==> src/rtl/i2c_irq_pkg.sv <==
// Shared constants for the I2C interrupt status and vector unit.
// Assumes byte offsets fit in ADDR_W bits and that flag index k carries code k+1.
package i2c_irq_pkg;
    localparam int NUM_EVT  = 7;
    localparam int CODE_W   = 3;
    localparam int REG_W    = 16;
    localparam int ADDR_W   = 6;

    localparam logic [ADDR_W-1:0] OFS_MASK = 6'h04;
    localparam logic [ADDR_W-1:0] OFS_STAT = 6'h08;
    localparam logic [ADDR_W-1:0] OFS_VEC  = 6'h28;

    // Flag indices (code minus one); status bits 0..6 follow the same order.
    localparam int IDX_RX   = 3;
    localparam int IDX_TX   = 4;
    localparam int BIT_RSF  = 11;
    localparam int BIT_BUSY = 12;

    // Status bits that are cleared by writing one.
    localparam logic [NUM_EVT-1:0] W1C_BITS = 7'b110_0111;

    typedef logic [NUM_EVT-1:0] evt_vec_t;
endpackage

==> src/rtl/i2c_irq_flags.sv <==
// Bank of sticky event flags.
// Each bit sets on its pulse and clears on any clear request; a set beats a clear.
module i2c_irq_flags #(
    parameter int N = 7
) (
    input  logic         clk,
    input  logic         rst_n,
    input  logic [N-1:0] set_i,
    input  logic [N-1:0] clr_i,
    output logic [N-1:0] flags_o
);
    for (genvar gi = 0; gi < N; gi++) begin : g_flag
        logic q;
        // Hold one flag: reset, set priority, then clear.
        always_ff @(posedge clk) begin
            if (!rst_n)          q <= 1'b0;
            else if (set_i[gi])  q <= 1'b1;
            else if (clr_i[gi])  q <= 1'b0;
        end
        assign flags_o[gi] = q;
    end
endmodule

==> src/rtl/i2c_irq_prio.sv <==
// Priority encoder: the lowest set request index k yields code k+1, none yields 0.
// Assumes N < 2**W.
module i2c_irq_prio #(
    parameter int N = 7,
    parameter int W = 3
) (
    input  logic [N-1:0] req_i,
    output logic [W-1:0] code_o
);
    // Scan from the top down so the lowest index wins.
    always_comb begin
        code_o = '0;
        for (int i = N - 1; i >= 0; i--) begin
            if (req_i[i]) code_o = W'(i + 1);
        end
    end
endmodule

==> src/rtl/i2c_irq_regs.sv <==
// Register decode for mask, status and vector.
// Produces read data, the mask, and the per-flag clear requests from W1C, vector drain
// and data strobes. Assumes reg_rd and reg_wr are never both high.
module i2c_irq_regs
    import i2c_irq_pkg::*;
(
    input  logic              clk,
    input  logic              rst_n,
    input  logic [ADDR_W-1:0] reg_addr,
    input  logic              reg_wr,
    input  logic              reg_rd,
    input  logic [REG_W-1:0]  reg_wdata,
    output logic [REG_W-1:0]  reg_rdata,
    input  evt_vec_t          flags_i,
    input  logic [CODE_W-1:0] code_i,
    input  logic              bus_busy,
    input  logic              rx_shift_full,
    input  logic              rx_data_rd,
    input  logic              tx_data_wr,
    output evt_vec_t          mask_o,
    output evt_vec_t          clr_o
);
    evt_vec_t mask_q;
    evt_vec_t w1c_clr;
    evt_vec_t drain_clr;
    evt_vec_t strobe_clr;
    logic     unused_wdata;

    assign unused_wdata = ^reg_wdata[REG_W-1:NUM_EVT];

    // Interrupt-enable register.
    always_ff @(posedge clk) begin
        if (!rst_n)                           mask_q <= '0;
        else if (reg_wr && reg_addr == OFS_MASK) mask_q <= reg_wdata[NUM_EVT-1:0];
    end
    assign mask_o = mask_q;

    // Write-one-to-clear from a status write.
    always_comb begin
        w1c_clr = '0;
        if (reg_wr && reg_addr == OFS_STAT) w1c_clr = reg_wdata[NUM_EVT-1:0] & W1C_BITS;
    end

    // Vector read drains the reported flag unless it is a data-ready flag.
    always_comb begin
        drain_clr = '0;
        if (reg_rd && reg_addr == OFS_VEC && code_i != '0 &&
            code_i != CODE_W'(IDX_RX + 1) && code_i != CODE_W'(IDX_TX + 1))
            drain_clr[code_i - CODE_W'(1)] = 1'b1;
    end

    // Data-register access strobes clear the data-ready flags.
    always_comb begin
        strobe_clr          = '0;
        strobe_clr[IDX_RX]  = rx_data_rd;
        strobe_clr[IDX_TX]  = tx_data_wr;
    end

    assign clr_o = w1c_clr | drain_clr | strobe_clr;

    // Read multiplexer.
    always_comb begin
        reg_rdata = '0;
        case (reg_addr)
            OFS_MASK: reg_rdata[NUM_EVT-1:0] = mask_q;
            OFS_STAT: begin
                reg_rdata[NUM_EVT-1:0] = flags_i;
                reg_rdata[BIT_RSF]     = rx_shift_full;
                reg_rdata[BIT_BUSY]    = bus_busy;
            end
            OFS_VEC:  reg_rdata[CODE_W-1:0] = code_i;
            default:  reg_rdata = '0;
        endcase
    end
endmodule

==> src/rtl/i2c_irq_vector.sv <==
// Top of the I2C interrupt status and vector unit.
// Latches event pulses, masks them, encodes a priority vector and drives one request line.
// Assumes event inputs and strobes are synchronous single-cycle pulses.
module i2c_irq_vector
    import i2c_irq_pkg::*;
(
    input  logic              clk,
    input  logic              rst_n,
    input  logic [ADDR_W-1:0] reg_addr,
    input  logic              reg_wr,
    input  logic              reg_rd,
    input  logic [REG_W-1:0]  reg_wdata,
    output logic [REG_W-1:0]  reg_rdata,
    input  logic              ev_arb_lost,
    input  logic              ev_nack,
    input  logic              ev_acc_rdy,
    input  logic              ev_rx_rdy,
    input  logic              ev_tx_rdy,
    input  logic              ev_stop,
    input  logic              ev_slave,
    input  logic              bus_busy,
    input  logic              rx_shift_full,
    input  logic              rx_data_rd,
    input  logic              tx_data_wr,
    output logic              irq_o
);
    evt_vec_t          ev_set;
    evt_vec_t          ev_clr;
    evt_vec_t          flags;
    evt_vec_t          mask;
    logic [CODE_W-1:0] vec_code;

    assign ev_set = {ev_slave, ev_stop, ev_tx_rdy, ev_rx_rdy, ev_acc_rdy, ev_nack, ev_arb_lost};

    i2c_irq_flags #(.N(NUM_EVT)) u_flags (
        .clk    (clk),
        .rst_n  (rst_n),
        .set_i  (ev_set),
        .clr_i  (ev_clr),
        .flags_o(flags)
    );

    i2c_irq_prio #(.N(NUM_EVT), .W(CODE_W)) u_prio (
        .req_i (flags & mask),
        .code_o(vec_code)
    );

    i2c_irq_regs u_regs (
        .clk          (clk),
        .rst_n        (rst_n),
        .reg_addr     (reg_addr),
        .reg_wr       (reg_wr),
        .reg_rd       (reg_rd),
        .reg_wdata    (reg_wdata),
        .reg_rdata    (reg_rdata),
        .flags_i      (flags),
        .code_i       (vec_code),
        .bus_busy     (bus_busy),
        .rx_shift_full(rx_shift_full),
        .rx_data_rd   (rx_data_rd),
        .tx_data_wr   (tx_data_wr),
        .mask_o       (mask),
        .clr_o        (ev_clr)
    );

    // Request line: any flag both set and enabled.
    assign irq_o = |(flags & mask);
endmodule

==> config.mk <==
export PLATFORM = sky130hd
export DESIGN_NAME = i2c_irq_vector
export DESIGN_NICKNAME = d
export VERILOG_FILES = /design/src/rtl/i2c_irq_pkg.sv /design/src/rtl/i2c_irq_flags.sv /design/src/rtl/i2c_irq_prio.sv /design/src/rtl/i2c_irq_regs.sv /design/src/rtl/i2c_irq_vector.sv
export SDC_FILE = /design/constraint.sdc
export NUM_CORES = 1
export LEC_CHECK = 0
export ABC_AREA = 0
export BUFFER_PORTS_ARGS = -buffer_cell sky130_fd_sc_hd__buf_2
export CORE_MARGIN = 2
export CORE_UTILIZATION = 35
export CTS_CLUSTER_SIZE = 12
export DETAILED_ROUTE_END_ITERATION = 8
export PLACE_DENSITY = 0.76
export SLEW_MARGIN = 30
export SYNTH_ARGS = -nofsm -noshare
export SYNTH_HDL_FRONTEND = slang
export SYNTH_SLANG_ARGS = --single-unit
==> constraint.sdc <==
create_clock -name clk -period 4.4 [get_ports clk]
set_clock_uncertainty 0.1 [all_clocks]
set_input_delay 0.22 -clock clk [delete_from_list [all_inputs] [get_ports clk]]
set_output_delay 0.22 -clock clk [all_outputs]
set_load 0.03 [all_outputs]
Yosys cells after proc, flatten, opt, wreduce, memory -nomap -nowiden
Cells that the tools add are included.

operators by class
  mux-type cells = 28
  equality and inequality tests = 5
  bitwise logic cells = 3
  $lt $le $gt $ge = 2
  reductions and logical operators = 16
  add/subtract/negate cells = 1

operators with widths
  cell                 count
  $mux 3               7
  $mux 1               15
  $mux 7               2
  $reduce_bool 2->1    7
  $pmux 3 s3           1
  $pmux 4 s2           1
  $and 7x7->7          1
  $logic_and 1x1->1    7
  $or 7x5->7           1
  $or 7x7->7           1
  $reduce_or 7->1      1
  $eq 6x3->1 const B   1
  $eq 6x4->1 const B   1
  $eq 6x6->1 const B   1
  $ne 3x3->1 const B   2
  $lt 3x4->1 const B   1
  $demux 1 s3          1
  $ge 3x1->1 const B   1
  $reduce_bool 3->1    1
  $sub 3x1->3 const B  1
  $mux 2               1

word-level totals
  bits in registers = 14
  output and inout port bits = 17

Logic depth before layout (Yosys ltp)
Gate-level depths: netlist of the first run.

  depth in word-level cells = 18
  gate-level depth with buffers = 9
  depth with buffers taken out = 9

By module
From an unflattened synthesis of the first run, not the netlist that was laid out.

second synthesis, totals
  cells, all modules = 131
  area, all modules = 1139.8 µm²

modules (own cells, without submodules)
  module          area each (µm²)  cells an instance  instances  sequential area each (µm²)
  i2c_irq_regs    715.7            82                 1          140.1
  i2c_irq_flags   289.0            28                 1          140.1
  i2c_irq_vector  73.8             10                 1          0.0
  i2c_irq_prio    61.3             11                 1          0.0

Worst setup path after synthesis of the first run
Ideal clock, no wire load.

  path kind = register to register
  start point = register u_flags.g_flag[4].q
  end point = register u_flags.g_flag[5].q
  cell stages (with the launch flop) = 9
  buffers on the path = 0
  slack = 2.049 ns
  arrival time = 2.135 ns
  cell sequence = dfxtp_1 > a22o_1 > nand2b_1 > a32o_1 > ha_1 > nor2_1 > nand4_1 > or4_1 > o211a_1

between the ends
  word-level cells in the longest chain between the ends = 15
  elaborated cells between the ends (all ways) = 22
  classes of those cells = add/sub: 1; order compare: 2; eq/ne: 2; mux: 8; bitwise: 3; reduce/logical: 6

RTL lines
  item                                                            line                  text
  start, declared                                                 i2c_irq_flags.sv:13   logic q;
  start signal, assigned                                          i2c_irq_flags.sv:16   if (!rst_n) q <= 1'b0;
  start signal, assigned                                          i2c_irq_flags.sv:17   else if (set_i[gi]) q <= 1'b1;
  start signal, assigned                                          i2c_irq_flags.sv:18   else if (clr_i[gi]) q <= 1'b0;
  $and 7x7->7 (*)                                                 i2c_irq_vector.sv:44  .req_i (flags & mask),
  $mux 3 (*) (5 in series)                                        i2c_irq_prio.sv:14    if (req_i[i]) code_o = W'(i + 1);
  $sub 3x1->3                                                     i2c_irq_regs.sv:49    drain_clr[code_i - CODE_W'(1)] = 1'b1;
  $lt 3x4->1 (implied by the code) or $ge 3x1->1 (tied branches)  i2c_irq_regs.sv:49
  $logic_and 1x1->1 (implied by the code)                         i2c_irq_regs.sv:49
  $mux 1 (implied by the code)                                    i2c_irq_regs.sv:49
  $demux 1 s3                                                     --
  $mux 7 (*)                                                      i2c_irq_regs.sv:47    if (reg_rd && reg_addr == OFS_VEC && code_i != '0 &&
  $or 7x7->7 (*)                                                  i2c_irq_regs.sv:59    assign clr_o = w1c_clr | drain_clr | strobe_clr;
  $or 7x5->7 (*)                                                  i2c_irq_regs.sv:59
  $reduce_bool 2->1 (no line) (*)                                 --
  end signal, assigned                                            i2c_irq_flags.sv:16
  end signal, assigned                                            i2c_irq_flags.sv:17
  end signal, assigned                                            i2c_irq_flags.sv:18
  end, declared                                                   i2c_irq_flags.sv:13

Mark *: on every way between the ends. The rest lies on a longest branch, timed or not.
A chain may end at the register's enable or synchronous reset.

Final worst setup path of the first run
Ends and elaborated chain as after synthesis.

==> results of run 1 <==
[flip-flops by register name, indices dropped and copies added (netlist names)]
signal            count
u_flags.g_flag.q      7
u_regs.mask_o         7
[per-stage QoR]
stage | setup slack (ns) | area, um^2 | hold slack, ns | power, W
after global routing | 1.71 | 1170 | 0.0298 | 0.000262
after floorplan | 2.05 | 996 | 0.221 | 0.000166
final | 1.82 | 1170 | 0.0345 | 0.000249
after detailed placement | 1.83 | 1150 | 0.321 | 0.000181
after global placement | 1.88 | 1150 | 0.308 | 0.000179
after CTS | 1.82 | 1170 | 0.0286 | 0.000250
[cells in the final DEF (no fill, tap or decap), drive strengths merged, types with 2 or more instances in the layout]
master,netlist,routed
buf,9,37
nand2,19,19
dfxtp,14,14
nand3,9,9
a21boi,8,8
conb,1,7
o21ai,7,7
a22o,6,6
nor3,4,4
nor2,4,4
a32o,3,3
and2,3,3
inv,3,3
a31oi,3,3
ha,3,3
clkbuf,2,3
or4,2,2
nor2b,2,2
a22oi,2,2
o31a,2,2
o31ai,2,2
[kinds of logic after synthesis]
group / after synthesis / synth area share
AO/OA/AOI/OAI: 39 / 0.314
AND/OR/NAND/NOR: 49 / 0.251
adder cells (fa/ha/maj): 3 / 0.0386
buffers and inverters: 15 / 0.0874
other: 1 / 0.00385
XOR/XNOR: 2 / 0.0180
flip-flops: 14 / 0.288
[worst max-delay path: cells and delay by family (launching register included)]
kind	cells	cell delay, ns
adders and majority gates	1	0.31
DFF	1	0.35
AOI/OAI and AO/OA	3	0.76
and+or+nand+nor	4	0.96
[routing by layer]
layer,vias to the layer above,global-route usage,share of wire
met5,-,0,0
met1,494,0.201,0.41
met4,0,0.0532,0.0031
met3,2,0.0300,0.068
met2,41,0.286,0.52
li1,516,-,-
[worst max-delay path by stage]
stage | cells after the start | endpoint | startpoint
after global placement | 8 | u_flags.g_flag[5].q | u_flags.g_flag[4].q
after CTS | 8 | u_flags.g_flag[5].q | u_flags.g_flag[4].q
final | 8 | u_flags.g_flag[5].q | u_flags.g_flag[4].q
after detailed placement | 8 | u_flags.g_flag[5].q | u_flags.g_flag[4].q
after global routing | 8 | u_flags.g_flag[5].q | u_flags.g_flag[4].q
after floorplan | 8 | u_flags.g_flag[5].q | u_flags.g_flag[4].q
[power breakdown]
part | switching [W] | leakage [nW] | internal [W] | total [W]
clock | 0.0000389 | 0.0138 | 0.0000316 | 0.0000705
combinational | 0.0000242 | 0.371 | 0.0000165 | 0.0000407
sequential | 0.00000611 | 0.115 | 0.000132 | 0.000138
total | 0.0000692 | 0.500 | 0.000180 | 0.000249
[layout make-up]
cell class,count,area [um^2],share of cell area
flip-flops and latches,14,280,0.239
multi-input cells,100,631,0.538
inverters,4,15.0,0.0128
repair buffers,37,185,0.158
clock buffers,3,22.5,0.0192
well taps,31,38.8,0.0331
==> reports/metrics.yaml, run 1 <==
routing:
  post_drt_wl_per_cell_um: 13.5
  drc: 0
  firstDrtPassIters: 4
  vias: 1053
  drtIter0Drc: 58
  postRouteAntennaNets: 0
  wl_mm: 2.56
  vias_per_cell: 5.57
place:
  io_buffers: 37
  dp_hpwl_mm: 2.07
  gp_congestion: 0.905
  place_inst: 186
setup_path:
  crit_slowest_cell: "or4_1"
  cp-end-kind: "flop"
  cp_data_arrival_time_ns: 2.65
  path_max_fanout: 4
  worstPathCellList: "a22o_1 -> nand2b_1 -> a32o_1 -> ha_1 -> nor2_1 -> nand4_1 -> or4_1 -> o211a_1"
  rrSetupSlack_ns: 1.82
  critPathLaunchType: "flop"
  r2r-end: "u_flags.g_flag[5].q"
  reg2reg_depth: 8
  rr_startpoint: "u_flags.g_flag[4].q"
  cpPeakStageDelay_ns: 0.51
  required_ns: 4.46
  crit_type: "flop to flop"
worst_hold_path:
  worstHoldStart: "rx_data_rd"
  min_to: "u_flags.g_flag[3].q"
  hold_depth: 2
  min_path_type: "input pin to flop"
cts:
  cts_setup_buffers: 0
  clk_pin_slew_ns: 0.07
  hold_buffers: 0
  htreeDepth: 1
  cts_buffers: 3
  cts_resized: 0
  clockBufferDepth: 2
  cts_root_buf: "clkbuf_4"
  cts_sinks: 14
  worstSkewPairLatency_ns: 0.27
  cts_tree: "done"
logic_synthesis:
  synth-seq-cells: 14
  synth_top_area_cell: "dfxtp_1"
  yosysSeqAreaShare: 0.288
  syn_area_per_cell_um2: 7.91
  synth_top_flop_cell: "dfxtp_1"
  synth.most_common_cell: "nand2_1"
  synth-edff-count: 0
  syn_inst: 123
  yosys_warnings: 0
  synth_top_area_frac: 0.288
  synth_common_cells: "nand2_1 (19), dfxtp_1 (14), nand3_1 (9)"
  syn_area_um2: 973
  synth_area_leaders: "dfxtp_1 (29%), nand2_1 (7.3%), a21boi_1 (5.4%)"
  yosys.cell_types.count: 40
  async_reset_ff_frac: 0
die:
  initial_core_util: 0.362
  die_h_um: 56.7
  pin_count: 54
  fp.dieW_um: 56.7
  core_area_um2: 2690
  placementRows: 19
  die_area_um2: 3220
flow_run:
  drv_cap: 0
timing:
  maxSlewHeadroom: 0.425
  timing_hold_violations_final: 0
  min_period_ns: 2.58
  tns_ns: 0
  max_freq_mhz: 387
  grt_setup_unrepaired: "false"
  setup_violations: 0
  slew_viol_final: 0
  finalCritPeriodShare: 0.587
  worstMarginPinSlew_ns: 0.858
pwr:
  power_density_nw_per_um2: 212
  leakage_nw: 0.500
  vdd_ir_drop_max_mv: 0.145
final_layout:
  fin_nets: 200
  fin_util: 0.436
  final_layout_size_suffix_gt1_frac: 0.266
  num_antenna_cells: 0
  stdcell_count: 189
  area_growth_syn_to_layout_pct: 20.4
  nFillCells: 271
grt:
  grt_pass1_wl_mm: 4.25
  grt_use_total: 0.164
  grt.overflow.total: 0
  antenna_found_initial: 0
  first_global_vias: 982
  grt_max_degree: 17
outcome:
  status: "completed"
Power figures use the tool's default switching activity.
==> run 2: changes to the inputs <==
- PLACE_DENSITY: 0.76 -> 0.78
- clock period: 4.4 -> 2.05 ns (I/O delays scaled with it)
==> run 2 against run 1 <==
- the run now ends with negative hold slack, negative setup slack left
- sequential share of layout area is 7.5 points lower
- global-route usage is 5.1 points higher
- final cell count is 27% higher
- clock power is 150% higher
- count of clock-buffer cells in the layout stayed put
- utilization is 22 points higher
- setup slack worse by 2.1 ns
- fmax is 11% higher
- non-clock buffer count is 51 higher
- sequential power is 110% higher
- critical endpoint unchanged
- largest cell class unchanged
- largest power group unchanged
==> reports/metrics.yaml, run 2 (synthesis results as in run 1) <==
grt:
  grt_max_degree: 17  # unchanged
  grt.overflow.total: 0  # unchanged
  grt_use_total: 0.214  # +0.0506
  antenna_found_initial: 0  # unchanged
  grt_pass1_wl_mm: 5.36  # +26%
  first_global_vias: 1163  # +18%
pwr:
  power_density_nw_per_um2: 344  # +62%
  vdd_ir_drop_max_mv: 0.418  # +190%
  leakage_nw: 0.783  # +57%
  total_power_w: 0.000610  # +150%
die:
  initial_core_util: 0.362  # unchanged
  fp.dieW_um: 56.7  # unchanged
  die_area_um2: 3220  # unchanged
  core_area_um2: 2690  # unchanged
  placementRows: 19  # unchanged
  pin_count: 54  # unchanged
  die_h_um: 56.7  # unchanged
final_layout:
  area_growth_syn_to_layout_pct: 82.1
  layout_common_cells: "buf_2 (35), buf_4 (31), nand2_1 (19)"
  nFillCells: 222  # -18%
  final_common_cell: "buf_2"
  num_antenna_cells: 0  # unchanged
  fin_nets: 251  # +26%
  final_layout_size_suffix_gt1_frac: 0.502  # +0.237
timing:
  setup_violations: 8  # +8
  finalCritPeriodShare: 1.14  # +0.552
  min_period_ns: 2.33  # -0.249 ns
  slew_viol_final: 0  # unchanged
  tns_ns: -0.998  # -0.998 ns
  timing_hold_violations_final: 1  # +1
  postLayoutSetupSlackWorst_ns: -0.285  # -2.10 ns
  max_freq_mhz: 428  # +11%
  holdWs_ns: -0.0255  # -0.0600 ns
  grt_setup_unrepaired: "true"
worst_hold_path:
  worstHoldStart: "reg_wdata[0]"
  min_path_type: "input pin to flop"
  hold_depth: 3  # +1
  min_to: "u_regs.mask_o[0]"
routing:
  vias: 1320  # +25%
  postRouteAntennaNets: 0  # unchanged
  wl_mm: 4.05  # +58%
  firstDrtPassIters: 6  # +2
  post_drt_wl_per_cell_um: 16.9  # +25%
  drc: 0  # unchanged
  vias_per_cell: 5.50  # -1.3%
  drtIter0Drc: 75  # +29%
cts:
  htreeDepth: 1  # unchanged
  clk_pin_slew_ns: 0.10  # +0.03 ns
  cts_sinks: 14  # unchanged
  worstSkewPairLatency_ns: 0.30  # +0.03 ns
  clockBufferDepth: 2  # unchanged
  cts_root_buf: "clkbuf_4"
  cts_tree: "done"
  cts_buffers: 3  # unchanged
flow_run:
  drv_cap: 0  # unchanged
setup_path:
  required_ns: 2.14  # -2.32 ns
  rrSetupSlack_ns: -0.28  # -2.10 ns
  rr_startpoint: "u_regs.mask_o[5]"
  cp_data_arrival_time_ns: 2.43  # -0.22 ns
  critPathLaunchType: "flop"
  path_max_fanout: 4  # unchanged
  reg2reg_depth: 8  # unchanged
  crit_type: "flop to flop"
  cp-end-kind: "flop"
  cp_top_family: "simple AND/OR/NAND/NOR gates"
  cp_num_buf_inv: 0  # unchanged
  path_depth: 8  # unchanged
  cpPeakStageDelay_ns: 0.49  # -0.02 ns
  worstPathCellList: "nand2_1 -> a32o_2 -> a31o_4 -> ha_4 -> nor2_1 -> nand4_1 -> or4_1 -> o211a_1"
  r2r-end: "u_flags.g_flag[5].q"
  crit_slowest_cell: "or4_1"
place:
  io_buffers: 37  # unchanged
  gp_congestion: 0.908  # +0.33%
  dp_hpwl_mm: 2.35  # +14%
outcome:
  violations: "negative hold slack, negative setup slack"
  status: "complete, but fails checks"
[run 2: changes by cell type in the layout (fill, tap and decap cells not counted), sizes merged]
cell         change
buf             +37
clkinv           -1
clkinvlp         +1
dlygate4sd3     +14
[run 2: worst max path at each step]
stage,from,to
6_report,u_regs.mask_o[5],u_flags.g_flag[5].q
4_1_cts,u_flags.g_flag[5].q,u_flags.g_flag[5].q
5_1_grt,u_regs.mask_o[5],u_flags.g_flag[5].q
3_5_place_dp,u_flags.g_flag[5].q,u_flags.g_flag[5].q
2_1_floorplan,u_regs.mask_o[4],u_flags.g_flag[5].q
3_3_place_gp,u_flags.g_flag[5].q,u_flags.g_flag[5].q
[run 2: timing repair]
action                     CTS  global route
pin swaps                    5             8
gates resized for setup     10            30
setup endpoints to repair    8             9
hold buffers                14             0
hold endpoints to repair    12             0
setup buffers                4             7
[run 2: final cells by class]
class | instances | area (um^2) | area share
Clock buffer | 3 | 22.5 | 0.0127
Sequential cell | 14 | 290 | 0.164
Multi-Input combinational cell | 100 | 764 | 0.431
Timing Repair Buffer | 88 | 638 | 0.360
Inverter | 4 | 18.8 | 0.0106
Tap cell | 31 | 38.8 | 0.0219
[run 2: through the flow]
stage / util / instances / worst slack (ns) / hold slack, ns / area, um^2
after floorplan: - / 129 / -0.240 / 0.103 / 1010
after global placement: 0.509 / 213 / -0.200 / 0.192 / 1370
after detailed placement: 0.509 / 213 / -0.306 / 0.190 / 1370
after CTS: 0.599 / 234 / -0.224 / 0.00371 / 1610
after global routing: 0.660 / 240 / -0.335 / 0.00273 / 1770
final: 0.660 / 240 / -0.285 / -0.0255 / 1770
[run 2: worst reg2reg max path: stages (launching register included)]
cell	delay, ns
dfxtp_1	0.37
nand2_1	0.09
a32o_2	0.28
a31o_4	0.25
ha_4	0.24
nor2_1	0.12
nand4_1	0.15
or4_1	0.49
o211a_1	0.14
[run 2: layer usage]
metal  part of all wire  wire length (um)  global-route usage  up-vias
met2               0.50              2040               0.384       70
met5                  0                 0                   0        -
met4              0.046               187              0.0797        0
met1               0.38              1550               0.263      613
met3              0.068               274              0.0207       19
li1                   -                 -                   -      618
[run 2: power by group]
part           total [W]  internal (W)  switching [W]
Combinational   0.000142     0.0000723      0.0000695
Clock           0.000173     0.0000687       0.000104
Sequential      0.000295      0.000284      0.0000112
==> run 3: changes to the inputs <==
- MAX_ROUTING_LAYER: default -> met4
- PLACE_DENSITY: 0.78 -> default
- PLACE_DENSITY_LB_ADDON: default -> 0.08
==> run 3 against run 2 <==
- the flow finishes with violations (negative setup slack)
- worst hold slack better by 0.068 ns
- utilization down 1.0 points
- count of clock-buffer cells in the layout up 1
- die area unchanged
- global-route usage up 1.1 points
- sequential share of layout area up 0.33 points
- first-iteration DRC count down 41%
- final cell count down 0.83%
- setup slack worse by 0.071 ns
- register-to-register slack worse by 0.07 ns
- total power up 3.9%
- non-clock buffer count down 3
- largest power group unchanged
==> reports/metrics.yaml, run 3 (synthesis results as in run 1) <==
place:
  place_ws_ns: -0.367  # -0.0614 ns
  dp_hpwl_mm: 2.51  # +6.7%
  place_inst: 213  # unchanged
  gp_congestion: 0.903  # -0.54%
  io_buffers: 37  # unchanged
die:
  core_area_um2: 2690  # unchanged
  initial_core_util: 0.362  # unchanged
  die_area_um2: 3220  # unchanged
  die_h_um: 56.7  # unchanged
  fp.dieW_um: 56.7  # unchanged
  pin_count: 54  # unchanged
  placementRows: 19  # unchanged
final_layout:
  stdcell_count: 238  # -0.83%
  fin_nets: 248  # -1.2%
  area_growth_syn_to_layout_pct: 79.3
  layout_common_cells: "buf_2 (34), buf_4 (30), nand2_1 (19)"
  final_common_cell: "buf_2"
  num_antenna_cells: 0  # unchanged
  final_layout_size_suffix_gt1_frac: 0.469  # -0.0338
setup_path:
  r2r-end: "u_flags.g_flag[5].q"
  critPathLaunchType: "flop"
  rrSetupSlack_ns: -0.36  # -0.07 ns
  required_ns: 2.13  # about the same
  cp_data_arrival_time_ns: 2.49  # +0.06 ns
  cp-end-kind: "flop"
  reg2reg_depth: 8  # unchanged
  rr_startpoint: "u_flags.g_flag[4].q"
  crit_type: "flop to flop"
  path_max_fanout: 4  # unchanged
timing:
  tns_ns: -1.30  # -0.307 ns
  setup_violations: 7  # -1
  finalCritPeriodShare: 1.17  # +0.0345
  timing_hold_violations_final: 0  # -1
  holdWs_ns: 0.0421  # +0.0677 ns
  min_period_ns: 2.41  # +0.0708 ns
  max_freq_mhz: 416  # -2.9%
  grt_setup_unrepaired: "true"
  postLayoutSetupSlackWorst_ns: -0.356  # -0.0708 ns
  slew_viol_final: 0  # unchanged
grt:
  grt_pass1_wl_mm: 5.49  # +2.4%
  grt_max_degree: 17  # unchanged
  grt.overflow.total: 0  # unchanged
  grt_use_total: 0.225  # +0.0110
  first_global_vias: 1195  # +2.8%
  antenna_found_initial: 0  # unchanged
pwr:
  netSwitchingPower_w: 0.000173  # -6.4%
  power_density_nw_per_um2: 363  # +5.5%
  p_int_w: 0.000461  # +8.4%
  power.share.clock: 0.324  # +0.040
  swShare: 0.273  # -0.0300
  leakage_nw: 0.764  # -2.5%
  comb_power_share: 0.218  # -0.014
  pwr-share-seq: 0.458  # -0.026
  vdd_ir_drop_max_mv: 0.416  # -0.42%
worst_hold_path:
  worstHoldStart: "reg_wr"
  min_to: "u_regs.mask_o[0]"
  hold_depth: 3  # unchanged
  min_path_type: "input pin to flop"
cts:
  cts_sinks: 14  # unchanged
  clockBufferDepth: 2  # unchanged
  clk_pin_slew_ns: 0.09  # about the same
  cts_buffers: 3  # unchanged
  cts_tree: "done"
  cts_root_buf: "clkbuf_4"
  htreeDepth: 1  # unchanged
  worstSkewPairLatency_ns: 0.29  # about the same
routing:
  postRouteAntennaNets: 0  # unchanged
  vias: 1245  # -5.7%
  drc: 0  # unchanged
  vias_per_cell: 5.23  # -4.9%
  firstDrtPassIters: 4  # -2
  drtIter0Drc: 44  # -41%
  post_drt_wl_per_cell_um: 14.5  # -14%
  wl_mm: 3.46  # -15%
outcome:
  violations: "negative setup slack"
  status: "complete, but fails checks"
flow_run:
  drv_cap: 0  # unchanged
[run 3: cell count changes in the layout (fill, tap and decap cells not counted), moves of 2 or more]
cell / previous run / this run
a32o_1: 0 / 2
nor3_2: 2 / 0
a32o_2: 3 / 1
buf_6: 8 / 6
dfxtp_2: 8 / 6
[run 3: final cells by class]
class,instances,area [um^2]
multi-input combinational,100,749
sequential,14,292
inverter,4,16.3
clock buffer,4,36.3
timing repair buffer,85,613
tap,31,38.8
fill,245,941
[run 3: worst max path at each step]
stage	depth (start not counted)	slack (ns)	start	to
2_1_floorplan	8	-0.24	u_regs.mask_o[4]	u_flags.g_flag[5].q
3_3_place_gp	8	-0.24	u_regs.mask_o[6]	u_flags.g_flag[5].q
3_5_place_dp	9	-0.37	u_regs.mask_o[5]	u_flags.g_flag[5].q
4_1_cts	8	-0.29	u_flags.g_flag[4].q	u_flags.g_flag[5].q
5_1_grt	8	-0.43	u_flags.g_flag[4].q	u_flags.g_flag[5].q
6_report	8	-0.36	u_flags.g_flag[4].q	u_flags.g_flag[5].q
[run 3: metal layers]
layer  track usage  routed length [um]
met5             -                   0
met4        0.0432                  25
met3        0.0461                 202
met2         0.367                1700
met1         0.292                1530
[run 3: power by group through the flow]
stage                     clock (W)  combinational, W  sequential, W
after global placement            0          0.000107       0.000297
after floorplan                   0         0.0000599       0.000297
final                      0.000205          0.000138       0.000291
after detailed placement          0          0.000109       0.000297
after global routing       0.000218          0.000149       0.000292
after CTS                  0.000210          0.000134       0.000291
[run 3: stage by stage]
stage	instance area (um^2)	power, W	util
after floorplan	1010	0.000357	-
after global placement	1370	0.000404	0.509
after detailed placement	1370	0.000406	0.509
after CTS	1660	0.000635	0.618
after global routing	1750	0.000659	0.650
final	1750	0.000634	0.650
[run 3: critical path: stages (launching register included)]
cell and delay (ns):
dfxtp_2 0.33, a22o_1 0.25, nand2b_4 0.15, a32o_2 0.30, ha_4 0.17, o211ai_1 0.12, nand4_1 0.19, or4_1 0.54
o211a_1 0.14
[run 3: timing repair]
item / in CTS / in global routing
pin swaps: 13 / 3
hold buffers: 15 / 0
gates resized for setup: 19 / 17
buffers inserted: 6 / 1
endpoints found under the hold margin: 13 / 0
setup endpoints to repair: 9 / 9
